File: config.mk
export PLATFORM = sky130hd
export DESIGN_NAME = interval_timer
export DESIGN_NICKNAME = d
export VERILOG_FILES = /design/src/rtl/itmr_pkg.sv /design/src/rtl/itmr_tick_gen.sv /design/src/rtl/itmr_core.sv /design/src/rtl/itmr_regfile.sv /design/src/rtl/interval_timer.sv
export SDC_FILE = /design/constraint.sdc
export NUM_CORES = 1
export LEC_CHECK = 0
export ABC_AREA = 1
export CELL_PAD_IN_SITES_DETAIL_PLACEMENT = 2
export CELL_PAD_IN_SITES_GLOBAL_PLACEMENT = 2
export CORE_ASPECT_RATIO = 0.7
export CORE_MARGIN = 1
export CORE_UTILIZATION = 28
export CTS_CLUSTER_SIZE = 25
export DETAILED_ROUTE_END_ITERATION = 10
export PLACE_DENSITY = 0.82
export SETUP_SLACK_MARGIN = 0.3
export SLEW_MARGIN = 20
export SYNTH_ARGS = -nofsm -noshare
export SYNTH_HDL_FRONTEND = slang
export SYNTH_SLANG_ARGS = --single-unit
export TNS_END_PERCENT = 1
File: constraint.sdc
create_clock -name clk -period 2.5 [get_ports clk]
set_input_delay 0.5 -clock clk [delete_from_list [all_inputs] [get_ports clk]]
set_output_delay 0.5 -clock clk [all_outputs]
set_load 0.02 [all_outputs]
File: src/rtl/itmr_pkg.sv
package itmr_pkg;
  // Bit where the tick count field starts inside the 32-bit words.
  localparam int unsigned CNT_LSB     = 9;
  // Bit of the counter word that carries the sticky reached flag.
  localparam int unsigned REACHED_BIT = 31;
  // Widest count field that fits below the reached flag.
  localparam int unsigned TICK_W_MAX  = REACHED_BIT - CNT_LSB;

  typedef enum logic [1:0] {
    SEL_LIMIT      = 2'd0,
    SEL_COUNT      = 2'd1,
    SEL_LIMIT_KEEP = 2'd2,
    SEL_NONE       = 2'd3
  } word_sel_e;
endpackage

File: src/rtl/itmr_tick_gen.sv
module itmr_tick_gen #(
  parameter int unsigned DIV = 62
) (
  input  logic clk,
  input  logic rst_n,
  output logic tick_o
);
  generate
    if (DIV <= 1) begin : g_every_clk
      logic unused_ok;
      assign unused_ok = clk ^ rst_n;
      assign tick_o    = 1'b1;
    end else begin : g_divider
      localparam int unsigned DW = $clog2(DIV);
      localparam logic [DW-1:0] LAST = DW'(DIV - 1);

      logic [DW-1:0] div_q, div_d;

      always_comb begin
        tick_o = (div_q == LAST);
        div_d  = tick_o ? '0 : div_q + 1'b1;
      end

      always_ff @(posedge clk or negedge rst_n) begin
        if (!rst_n) begin
          div_q <= '0;
        end else begin
          div_q <= div_d;
        end
      end
    end
  endgenerate
endmodule

File: src/rtl/itmr_core.sv
module itmr_core #(
  parameter int unsigned TICK_W = 22
) (
  input  logic              clk,
  input  logic              rst_n,
  input  logic              tick_i,
  input  logic              lim_wr_i,
  input  logic              lim_keep_wr_i,
  input  logic              lim_rd_i,
  input  logic [TICK_W-1:0] lim_val_i,
  output logic [TICK_W-1:0] cnt_o,
  output logic [TICK_W-1:0] lim_o,
  output logic              reached_o,
  output logic              irq_o
);
  logic [TICK_W-1:0] cnt_q, cnt_d, lim_q, lim_d;
  logic [TICK_W-1:0] term, cnt_inc;
  logic              rch_q, rch_d, irq_q, irq_d;
  logic              hit, expire, upd_en;

  // Next-state logic
  always_comb begin
    term    = (lim_q == '0) ? '1 : lim_q;
    cnt_inc = cnt_q + 1'b1;
    hit     = tick_i && (cnt_inc == term);
    expire  = hit && (lim_q != '0);

    cnt_d = cnt_q;
    lim_d = lim_q;
    rch_d = rch_q;
    irq_d = irq_q;

    if (tick_i) begin
      cnt_d = hit ? '0 : cnt_inc;
    end
    if (lim_rd_i) begin
      rch_d = 1'b0;
      irq_d = 1'b0;
    end
    if (expire) begin
      rch_d = 1'b1;
      irq_d = 1'b1;
    end
    if (lim_keep_wr_i) begin
      lim_d = lim_val_i;
    end
    if (lim_wr_i) begin
      lim_d = lim_val_i;
      cnt_d = '0;
      irq_d = 1'b0;
      rch_d = rch_q;
    end

    upd_en = tick_i | lim_wr_i | lim_keep_wr_i | lim_rd_i;
  end

  // State registers with an explicit clock enable
  always_ff @(posedge clk or negedge rst_n) begin
    if (!rst_n) begin
      cnt_q <= '0;
      lim_q <= '0;
      rch_q <= 1'b0;
      irq_q <= 1'b0;
    end else if (upd_en) begin
      cnt_q <= cnt_d;
      lim_q <= lim_d;
      rch_q <= rch_d;
      irq_q <= irq_d;
    end
  end

  assign cnt_o     = cnt_q;
  assign lim_o     = lim_q;
  assign reached_o = rch_q;
  assign irq_o     = irq_q;
endmodule

File: src/rtl/itmr_regfile.sv
module itmr_regfile
  import itmr_pkg::*;
#(
  parameter int unsigned ADDR_W = 5,
  parameter int unsigned TICK_W = 22
) (
  input  logic              rd_en_i,
  input  logic              wr_en_i,
  input  logic [ADDR_W-1:0] addr_i,
  input  logic [31:0]       wdata_i,
  input  logic [TICK_W-1:0] cnt_i,
  input  logic [TICK_W-1:0] lim_i,
  input  logic              reached_i,
  output logic              lim_wr_o,
  output logic              lim_keep_wr_o,
  output logic              lim_rd_o,
  output logic [TICK_W-1:0] lim_val_o,
  output logic [31:0]       rdata_o
);
  localparam int unsigned IDX_W = ADDR_W - 2;

  logic [IDX_W-1:0] idx;
  word_sel_e        sel;
  logic [31:0]      lim_word, cnt_word;
  logic [1:0]       unused_lo;
  logic [31:0]      unused_wd;

  always_comb begin
    idx       = addr_i[ADDR_W-1:2];
    unused_lo = addr_i[1:0];
    if (idx == IDX_W'(0)) begin
      sel = SEL_LIMIT;
    end else if (idx == IDX_W'(1)) begin
      sel = SEL_COUNT;
    end else if (idx == IDX_W'(2)) begin
      sel = SEL_LIMIT_KEEP;
    end else begin
      sel = SEL_NONE;
    end

    lim_wr_o      = wr_en_i && (sel == SEL_LIMIT);
    lim_keep_wr_o = wr_en_i && (sel == SEL_LIMIT_KEEP);
    lim_rd_o      = rd_en_i && !wr_en_i && (sel == SEL_LIMIT);
    lim_val_o     = wdata_i[CNT_LSB +: TICK_W];
    unused_wd     = wdata_i;

    lim_word = 32'(lim_i) << CNT_LSB;
    cnt_word = (32'(cnt_i) << CNT_LSB) | (32'(reached_i) << REACHED_BIT);

    rdata_o = '0;
    if (rd_en_i) begin
      case (sel)
        SEL_LIMIT: rdata_o = lim_word;
        SEL_COUNT: rdata_o = cnt_word;
        default:   rdata_o = '0;
      endcase
    end
  end
endmodule

File: src/rtl/interval_timer.sv
module interval_timer #(
  parameter int unsigned CLK_PER_TICK = 62,
  parameter int unsigned TICK_W       = 22,
  parameter int unsigned ADDR_W       = 5
) (
  input  logic              clk,
  input  logic              rst_n,
  input  logic              rd_en,
  input  logic              wr_en,
  input  logic [ADDR_W-1:0] addr,
  input  logic [31:0]       wdata,
  output logic [31:0]       rdata,
  output logic              irq
);
  logic              tick_w;
  logic              lim_wr_w, lim_keep_wr_w, lim_rd_w;
  logic [TICK_W-1:0] lim_val_w, cnt_w, lim_w;
  logic              reached_w;

  itmr_tick_gen #(.DIV(CLK_PER_TICK)) u_tick (
    .clk    (clk),
    .rst_n  (rst_n),
    .tick_o (tick_w)
  );

  itmr_regfile #(.ADDR_W(ADDR_W), .TICK_W(TICK_W)) u_regs (
    .rd_en_i       (rd_en),
    .wr_en_i       (wr_en),
    .addr_i        (addr),
    .wdata_i       (wdata),
    .cnt_i         (cnt_w),
    .lim_i         (lim_w),
    .reached_i     (reached_w),
    .lim_wr_o      (lim_wr_w),
    .lim_keep_wr_o (lim_keep_wr_w),
    .lim_rd_o      (lim_rd_w),
    .lim_val_o     (lim_val_w),
    .rdata_o       (rdata)
  );

  itmr_core #(.TICK_W(TICK_W)) u_core (
    .clk           (clk),
    .rst_n         (rst_n),
    .tick_i        (tick_w),
    .lim_wr_i      (lim_wr_w),
    .lim_keep_wr_i (lim_keep_wr_w),
    .lim_rd_i      (lim_rd_w),
    .lim_val_i     (lim_val_w),
    .cnt_o         (cnt_w),
    .lim_o         (lim_w),
    .reached_o     (reached_w),
    .irq_o         (irq)
  );
endmodule

==> impl_metrics.py <==
metrics = {
    "run_status": {
        "status": "finished, violations left",
        "violations": "negative setup slack",
    },
    "synthesis": {
        "synth_top_family_by_area": "simple AND/OR/NAND/NOR gates",
        "postSynthAreaPerCell_um2": 6.32,
        "synth_compound_area_frac": 0.107,
        "yosys.area_share.simple": 0.417,
        "netlist_instances": 627,
        "yosys-top-cells-area": "dfrtp_1 33%, nand2_1 20%, inv_1 8.1%",
        "yosys_warnings": 0,
        "ys_ff_latch": 52,
        "yosysSeqAreaShare": 0.328,
        "synth_edf_count": 0,
        "synth-async-reset-ratio": 1.00,
        "yosys.area_share.xor_xnor": 0.0177,
        "yosys.area_share.adder": 0.00947,
        "synthMuxAreaShare": 0,
        "synth_ff_type": "dfrtp_1",
        "syn_area_mm2": 0.00397,
        "netlist.area_leader.share": 0.328,
        "ys_types": 33,
        "netlist.top_cell.by_area": "dfrtp_1",
    },
    "timing": {
        "tightest_slew_ns": 0.681,
        "final.setup.worst_slack_ns": -0.142,
        "fin_skew_ns": 0.0183,
        "hold_viol_final": 0,
        "period_share": 1.06,
        "tns_ns": -1.95,
        "fin_crit_ns": 2.64,
        "rsz0062_at_grt": "yes",
        "finalSetupViolations": 26,
        "slew-limit-headroom": 0.545,
        "fmax_ghz": 0.378,
        "slew_viol_final": 0,
        "whs_ns": 0.206,
    },
    "run": {
        "maxCapViolations": 0,
    },
    "setup_path": {
        "critPathLaunchType": "flip-flop",
        "cp_max_fo": 36,
        "rr_worst_depth": 17,
        "r2r_setup_slack_ns": -0.14,
        "reg2reg_from": "u_core.lim_o[7]",
        "cp.arrival_ns": 2.89,
        "r2r_end": "u_core.irq_o",
        "worstSetupEndpointType": "flip-flop",
        "cp.required_ns": 2.75,
        "worstSetupPathType": "reg2reg",
    },
    "final_layout": {
        "final_cell_mix": "175 x nand2_1, 84 x inv_1, 64 x nor2_1",
        "diodes": 0,
        "num-fill-cells": 1611,
        "final_nets": 766,
        "layout_commonest_cell": "nand2_1",
        "area_delta_synth_final_pct": 41.6,
        "drive_above_1_share": 0.278,
    },
    "pwr": {
        "p_clk_frac": 0.311,
        "ir_drop_uv": 253,
        "switching_share": 0.375,
        "internal_power_mw": 1.48,
        "seq_power_share": 0.399,
        "power.switching_mw": 0.887,
        "power_density_mw_per_mm2": 421,
        "power_leakage_nw": 2.62,
        "comb_power_share": 0.289,
    },
    "clock_tree": {
        "worst_skew_pair.late_latency_ns": 0.31,
        "ctsLongestPathBuffers": 2,
        "holdBufCountCts": 0,
        "cts_inserted_buffers": 5,
        "cts_htree_levels": 2,
        "cts_tree": "built",
        "clkTransAtPathRegs_ns": 0.08,
        "cts_sinks": 52,
        "cts_root_buf": "clkbuf_16",
    },
    "drt": {
        "drt_iter0_markers": 325,
        "vias": 5028,
        "dr.pass1.iters": 5,
        "antenna_left": 0,
        "routedWlPerCell_um": 25.4,
        "drt-total-wl_mm": 23.1,
        "route.detailed.drc": 0,
        "via_per_inst": 5.54,
    },
    "floorplan": {
        "die_width_um": 144,
        "die_h_um": 102,
        "io_pins": 74,
        "dieArea_mm2": 0.0146,
        "core-area_mm2": 0.0135,
        "start_util": 0.294,
        "rows": 35,
    },
    "placement": {
        "place.gp.congestion": 0.908,
        "pre_cts_ws_ns": -0.433,
        "io_buffer_count": 52,
        "hpwl_mm": 13.4,
    },
    "grt": {
        "grt_max_degree": 46,
        "antenna_found_initial": 0,
        "overflow": 0,
        "grt_use_total": 0.280,
        "grt_pass1_vias": 5416,
        "grt_first_pass_wirelength_mm": 30.5,
    },
    "min_path": {
        "min_path_type": "in2async",
    },
}
## how the worst max path moves through the flow
stage	start	endpoint	slack, ns	cells after the start
floorplan	addr[2]	rdata[11]	0.44	6
global placement	rd_en	rdata[29]	-0.32	7
detailed placement	addr[2]	rdata[10]	-0.43	8
finish	u_core.lim_o[7]	u_core.irq_o	-0.14	17
CTS	u_core.cnt_o[1]	u_core.cnt_o[9]	0.06	17
global route	u_core.cnt_o[1]	u_core.reached_o	-0.18	19
## routing by layer
metal  global-route usage  up-vias  wire length [um]
met5                    0        -                 0
met4               0.0696        0               707
met3               0.0572       54              1400
met2                0.497      222             11300
met1                0.349     2587              9670
li1                     -     2165                 -
## repair_timing
item                                    in CTS  in global routing
buffers inserted                            22                  9
pin swaps                                   18                 40
endpoints found under the setup margin      47                 47
resized for setup                          177                 81
cloned                                       1                  0
## layout make-up
type                    count  area [um^2]  area share
clock buffers               6          129      0.0230
clock inverters             2         13.8     0.00245
inverters                  89          334      0.0595
multi-input cells         469         2670       0.475
flip-flops and latches     52         1320       0.235
well taps                 185          231      0.0412
repair buffers            105          922       0.164
## kinds of logic after synthesis
family                   Yosys count
AND/OR/NAND/NOR                  382
buffers and inverters            115
AO/OA/AOI/OAI                     66
flip-flops                        52
XOR/XNOR                           8
adder cells (fa/ha/maj)            3
other                              1
## flip-flops by register name, indices dropped and copies added, names as in the netlist
name                    count
u_core.irq_o                1
u_core.lim_o               22
u_core.reached_o            1
u_tick.g_divider.div_q      6
u_core.cnt_o               22
## cells in the mapped netlist (3+ instances only)
master and n:
clkbuf_1 14, inv_1 86, ha_1 3, a21oi_1 5
nand4_1 15, nor2_4 4, o21ai_1 3, nand2_2 9
nand3b_1 3, o22ai_1 7, nand2_1 208, o21ai_0 28
nand3_1 42, nor2_1 84, o32ai_1 22, dfrtp_1 52
nor3_1 4, nor2_2 6, buf_4 9, xor2_1 6
## power groups by stage
| stage | Combinational, mW | Clock [mW] | Sequential, mW |
|---|---|---|---|
| after floorplan | 0.316 | 0 | 0.941 |
| after global placement | 0.526 | 0 | 0.946 |
| after detailed placement | 0.560 | 0 | 0.954 |
| after CTS | 0.570 | 0.725 | 0.938 |
| after global routing | 0.712 | 0.759 | 0.950 |
| final | 0.683 | 0.736 | 0.943 |
## critical path, cell delays in order, from the launching register on
cell	delay, ns
dfrtp_1	0.44
nor2_1	0.17
nand3_1	0.09
nor2_1	0.13
nand3_2	0.11
buf_12	0.19
nand2_1	0.14
inv_1	0.07
nand2_1	0.13
nand2_1	0.12
nor2_4	0.13
inv_1	0.07
nor2_2	0.16
nand2_2	0.10
nor2_4	0.14
buf_12	0.14
nand3_2	0.10
nand2_1	0.11
## through the flow
| stage | cell area (um^2) | std cells | utilization | total power, mW |
|---|---|---|---|---|
| floorplan | 4000 | 635 | - | 1.26 |
| global route | 5610 | 908 | 0.416 | 2.42 |
| CTS | 5250 | 899 | 0.389 | 2.23 |
| detailed placement | 4800 | 868 | 0.356 | 1.51 |
| global placement | 4800 | 868 | 0.356 | 1.47 |
| finish | 5610 | 908 | 0.416 | 2.36 |
(Power assumes the default switching activity.)
